File: config.mk
export PLATFORM = sky130hd
export DESIGN_NAME = ivl_timer
export DESIGN_NICKNAME = d
export VERILOG_FILES = /design/src/rtl/ivl_timer_pkg.sv /design/src/rtl/ivl_tick_gen.sv /design/src/rtl/ivl_addr_dec.sv /design/src/rtl/ivl_timer.sv
export SDC_FILE = /design/constraint.sdc
export NUM_CORES = 1
export LEC_CHECK = 0
export BUFFER_PORTS_ARGS = -buffer_cell sky130_fd_sc_hd__buf_4
export CAP_MARGIN = 20
export CORE_MARGIN = 4
export CORE_UTILIZATION = 53
export CTS_CLUSTER_DIAMETER = 100
export DETAILED_ROUTE_END_ITERATION = 12
export GPL_ROUTABILITY_DRIVEN = 0
export PLACE_DENSITY_LB_ADDON = 0.12
export SYNTH_ARGS = -nofsm -noshare
export SYNTH_HDL_FRONTEND = slang
export SYNTH_SLANG_ARGS = --single-unit
File: constraint.sdc
create_clock -name clk -period 3.1 [get_ports clk]
set_input_delay 0.775 -clock clk [delete_from_list [all_inputs] [get_ports clk]]
set_output_delay 0.775 -clock clk [all_outputs]
set_load 0.01 [all_outputs]
File: src/rtl/ivl_timer_pkg.sv
package ivl_timer_pkg;

    localparam int unsigned DATA_W  = 32;
    localparam int unsigned CNT_LSB = 9;
    localparam int unsigned CNT_MSB = 30;
    localparam int unsigned CNT_W   = CNT_MSB - CNT_LSB + 1;

    typedef enum logic [2:0] {
        RS_LIMIT      = 3'd0,
        RS_COUNT      = 3'd1,
        RS_LIMIT_KEEP = 3'd2,
        RS_STATUS     = 3'd3,
        RS_MODE       = 3'd4,
        RS_NONE       = 3'd7
    } reg_sel_e;

    typedef struct packed {
        logic     rd_ok;
        logic     rd_lim;
        logic     wr_lim_rst;
        logic     wr_lim_keep;
        reg_sel_e rsel;
    } acc_s;

    typedef struct packed {
        logic [CNT_W-1:0] cnt;
        logic [CNT_W-1:0] lim;
        logic             reached;
    } tmr_state_s;

endpackage

File: src/rtl/ivl_tick_gen.sv
module ivl_tick_gen #(
    parameter int unsigned TICK_DIV = 25
) (
    input  logic clk,
    input  logic rst_n,
    input  logic restart,
    output logic tick
);
    localparam int unsigned PW = (TICK_DIV > 1) ? $clog2(TICK_DIV) : 1;

    generate
        if (TICK_DIV <= 1) begin : g_every
            logic unused_tick_in;
            assign unused_tick_in = clk ^ rst_n ^ restart;
            assign tick = 1'b1;
        end else begin : g_div
            logic [PW-1:0] pre_d, pre_q;

            assign tick = (pre_q == PW'(TICK_DIV - 1));

            always_comb begin
                pre_d = pre_q + 1'b1;
                if (tick)    pre_d = '0;
                if (restart) pre_d = '0;
            end

            always_ff @(posedge clk) begin
                if (!rst_n) pre_q <= '0;
                else        pre_q <= pre_d;
            end
        end
    endgenerate
endmodule

File: src/rtl/ivl_addr_dec.sv
module ivl_addr_dec
    import ivl_timer_pkg::*;
#(
    parameter int unsigned ADDR_W = 5
) (
    input  logic              sel,
    input  logic              we,
    input  logic [ADDR_W-1:0] addr,
    input  logic [3:0]        be,
    output acc_s              acc
);
    localparam int unsigned IW = ADDR_W - 2;

    logic          ok;
    logic [IW-1:0] idx;

    assign ok  = sel && (be == 4'hF) && (addr[1:0] == 2'b00);
    assign idx = addr[ADDR_W-1:2];

    always_comb begin
        acc             = '0;
        acc.rsel        = RS_NONE;
        case (idx)
            IW'(0): acc.rsel = RS_LIMIT;
            IW'(1): acc.rsel = RS_COUNT;
            IW'(2): acc.rsel = RS_LIMIT_KEEP;
            IW'(3): acc.rsel = RS_STATUS;
            IW'(4): acc.rsel = RS_MODE;
            default: acc.rsel = RS_NONE;
        endcase
        acc.rd_ok       = ok && !we;
        acc.rd_lim      = ok && !we && (acc.rsel == RS_LIMIT);
        acc.wr_lim_rst  = ok &&  we && (acc.rsel == RS_LIMIT);
        acc.wr_lim_keep = ok &&  we && (acc.rsel == RS_LIMIT_KEEP);
    end
endmodule

File: src/rtl/ivl_timer.sv
module ivl_timer
    import ivl_timer_pkg::*;
#(
    parameter int unsigned TICK_DIV = 25,
    parameter int unsigned ADDR_W   = 5
) (
    input  logic              clk,
    input  logic              rst_n,
    input  logic              bus_sel,
    input  logic              bus_we,
    input  logic [ADDR_W-1:0] bus_addr,
    input  logic [3:0]        bus_be,
    input  logic [31:0]       bus_wdata,
    output logic [31:0]       bus_rdata,
    output logic              irq
);
    acc_s       acc;
    logic       tick;
    logic       match;
    tmr_state_s st_d, st_q;
    logic       unused_wbits;

    assign unused_wbits = ^{bus_wdata[31], bus_wdata[CNT_LSB-1:0]};

    ivl_addr_dec #(.ADDR_W(ADDR_W)) u_dec (
        .sel  (bus_sel),
        .we   (bus_we),
        .addr (bus_addr),
        .be   (bus_be),
        .acc  (acc)
    );

    ivl_tick_gen #(.TICK_DIV(TICK_DIV)) u_tick (
        .clk     (clk),
        .rst_n   (rst_n),
        .restart (acc.wr_lim_rst),
        .tick    (tick)
    );

    assign match = tick && (st_q.lim != '0) && (st_q.cnt == st_q.lim);

    always_comb begin
        st_d = st_q;
        if (acc.rd_lim) st_d.reached = 1'b0;
        if (tick)       st_d.cnt     = match ? '0 : st_q.cnt + 1'b1;
        if (match)      st_d.reached = 1'b1;
        if (acc.wr_lim_keep) st_d.lim = bus_wdata[CNT_MSB:CNT_LSB];
        if (acc.wr_lim_rst) begin
            st_d.lim     = bus_wdata[CNT_MSB:CNT_LSB];
            st_d.cnt     = '0;
            st_d.reached = 1'b0;
        end
    end

    always_ff @(posedge clk) begin
        if (!rst_n) st_q <= '0;
        else        st_q <= st_d;
    end

    always_comb begin
        bus_rdata = '0;
        if (acc.rd_ok) begin
            case (acc.rsel)
                RS_LIMIT: bus_rdata = {1'b0, st_q.lim, {CNT_LSB{1'b0}}};
                RS_COUNT: bus_rdata = {st_q.reached, st_q.cnt, {CNT_LSB{1'b0}}};
                default:  bus_rdata = '0;
            endcase
        end
    end

    assign irq = st_q.reached;
endmodule

==> results_dict.tcl <==
set metrics [dict create \
    antenna_found_initial 0 \
    period_share 0.986 \
    post-route-min-period_ns 3.06 \
    cp_slowest_cell "or4_4" \
    cts_tree "built" \
    cpPeakStageDelay_ns 0.52 \
    worstHoldEndpoint "u_tick.g_div.pre_q[0]$_SDFF_PP0_" \
    dp.final_hpwl_mm 5.04 \
    hp-class "flip-flop to flip-flop" \
    synth_top_family_by_area "simple AND/OR/NAND/NOR gates" \
    hold_viol 0 \
    ys.flop_type "dfxtp_1" \
    grtUsageTotal 0.210 \
    fin_worst_skew_ns 0.00909 \
    setup_violations 0 \
    cts_made_buffers 5 \
    synth.largest_area_cell "dfxtp_1" \
    rsz0062_at_grt "true" \
    area_growth_syn_to_layout_pct 19.1 \
    seq_area_mm2 0.00100 \
    yosys.area.top_type_share 0.346 \
    cts.sinks 50 \
    start_util 0.555 \
    grt_pass1_vias 2306 \
    vias 2501 \
    clk_pin_slew_ns 0.09 \
    synth.area.mux_share 0.0762 \
    remaining_drc_errors 0 \
    synthArstFlopShare 0 \
    arrival_ns 2.28 \
    fin_area_mm2 0.00344 \
    r2r-end "st_q[32]$_SDFFE_PP0P_" \
    holdPathStages 1 \
    synth-simple-area-share 0.278 \
    nFillCells 452 \
    seq_area_frac_synth 0.346 \
    io_pins 78 \
    worst-path-buf-inv 3 \
    outcome "complete, no violations" \
    power_density_mw_per_mm2 344 \
    fmax_mhz 327 \
    h-tree-depth 2 \
    crit_type "primary input to output pin" \
    port_buffers 58 \
    synth_compound_area_frac 0.0775 \
    tightest_slew_ns 0.716 \
    grt_pass1_wl_mm 10.9 \
    first_iter_violations 118 \
    grt.overflow.total 0 \
    synth_warnings 0 \
    wl_per_cell_um 14.2 \
    nets 447 \
    synth_cell_types 39 \
    max-cap-violations 0 \
    post-cts-setup-buffer-count 0 \
    dr.pass1.iters 4 \
    grt_max_degree 26 \
    slew_headroom 0.523 \
    place_area_mm2 0.00332 \
    row_count 26 \
    synth_edf_count 0 \
    critPathLaunchType "primary input" \
    synthXorXnorAreaFrac 0.139 \
    path_delay_family "simple AND/OR/NAND/NOR gates" \
    routed_wl_mm 6.69 \
    holdWs_ns 0.469 \
    hold_buffers 0 \
    core_mm2 0.00520 \
    synthAdderAreaFrac 0.0130 \
    crit_path_start "bus_addr[1]" \
    hp-start "u_tick.g_div.pre_q[0]$_SDFF_PP0_" \
    p_leak_nw 1.45 \
    drive_above_1_share 0.200 \
    design.die.area_mm2 0.00670 \
    yosys-top-cells-area "dfxtp_1 35%, xor2_1 9.4%, mux2i_1 7.6%" \
    reg2reg_setup_slack_ns 0.86 \
    reg2regPathDepth 6 \
    synth_cells 348 \
    ant_nets 0 \
    syn-cell-area_mm2 0.00289 \
    end_kind "output pin" \
    path_max_fanout 10 \
    root_buffer "clkbuf_8" \
    rr_startpoint "st_q[37]$_SDFFE_PP0P_" \
    antenna_cells 0 \
    clock_latency_ns 0.30 \
    slew_violations 0 \
    multi_input_area_mm2 0.00173 \
    crit_chain "buf_4 -> or4_4 -> or4_4 -> buf_6 -> nor2_1 -> buf_4" \
    cp.required_ns 2.32 \
    die_x_um 81.8 \
    synth-seq-cells 50 \
    vdd_ir_drop_max_mv 0.214 \
    clock_path_buffers 2 \
    routed_via_density 5.32 \
    fp.dieH_um 81.8 \
    avgSynthCellArea_um2 8.30 \
]
worst max path at each step:
stage               endpoint  slack, ns  depth (start not counted)
3_5_place_dp   bus_rdata[22]       0.01                          6
4_1_cts        bus_rdata[22]      0.008                          6
2_1_floorplan  bus_rdata[11]       0.13                          5
5_1_grt        bus_rdata[19]      -0.01                          6
6_report       bus_rdata[12]       0.04                          6
3_3_place_gp   bus_rdata[28]       0.02                          6
placed cells by master (no fill, tap or decap), drive strengths merged, types with 2 or more instances in the layout:
cell type  instances
conb               9
nand3             12
or3                2
dfxtp             50
nor3              26
xnor2             15
buf               66
clkbuf             7
inv                4
and3               5
a21boi            22
mux2i             22
nand4              9
ha                 3
or4                2
nor4              13
nand2b             2
nor2              34
xor2              31
nand2             53
a21oi              2
per-layer routing:
layer,global-route usage,up-vias,routed length [µm]
li1,-,1271,-
met1,0.271,1150,3030
met2,0.359,72,3180
met3,0.0450,8,389
met4,0.0449,0,78
met5,0,-,0
logic make-up (layout without fill, tap and decap cells):
logic type      count (synthesis)  count (layout)
simple gates                  164             164
compound gates                 28              28
mux                            22              22
flops                          50              50
fa+ha+maj                       3               3
xor+xnor                       46              46
other cells                     1               9
buf+inv                        34              78
through the flow:
step | worst slack (ns) | cells | util | setup TNS [ns] | total power [mW]
floorplan | 0.132 | 356 | - | 0 | 0.711
global placement | 0.0190 | 462 | 0.638 | 0 | 0.743
detailed placement | 0.00991 | 462 | 0.638 | 0 | 0.744
CTS | 0.00815 | 470 | 0.659 | 0 | 1.19
global route | -0.0126 | 470 | 0.661 | -0.0366 | 1.23
finish | 0.0429 | 470 | 0.661 | 0 | 1.18
timing repair:
item                                    CTS  global route
endpoints found under the setup margin    0            22
endpoints found under the hold margin     0             0
gates resized for setup                   0             4
registers in the layout (all words and copies together), names as in the netlist:
signal and cells:
irq 1, st_q 44, u_tick.g_div.pre_q 5
area by class of cell:
cell class | count | share of cell area
timing repair buffer | 66 | 0.146
clock inverter | 1 | 0.00872
tap | 70 | 0.0254
multi-input combinational | 272 | 0.502
inverter | 4 | 0.00436
sequential | 50 | 0.291
clock buffer | 7 | 0.0222
synth_stat cells (all sizes together), types with 3 or more instances:
cell,number
nor3,26
nand2,53
nand3,12
and3,5
nor2,34
a21boi,22
xnor2,15
xor2,31
mux2i,22
dfxtp,50
buf,24
nand4,9
clkbuf,6
inv,4
nor4,13
ha,3
where the power goes:
group | internal, mW | switching [mW] | total (mW)
sequential | 0.645 | 0.00338 | 0.649
combinational | 0.0445 | 0.0358 | 0.0803
clock | 0.242 | 0.212 | 0.453
(Power assumes the default switching activity.)
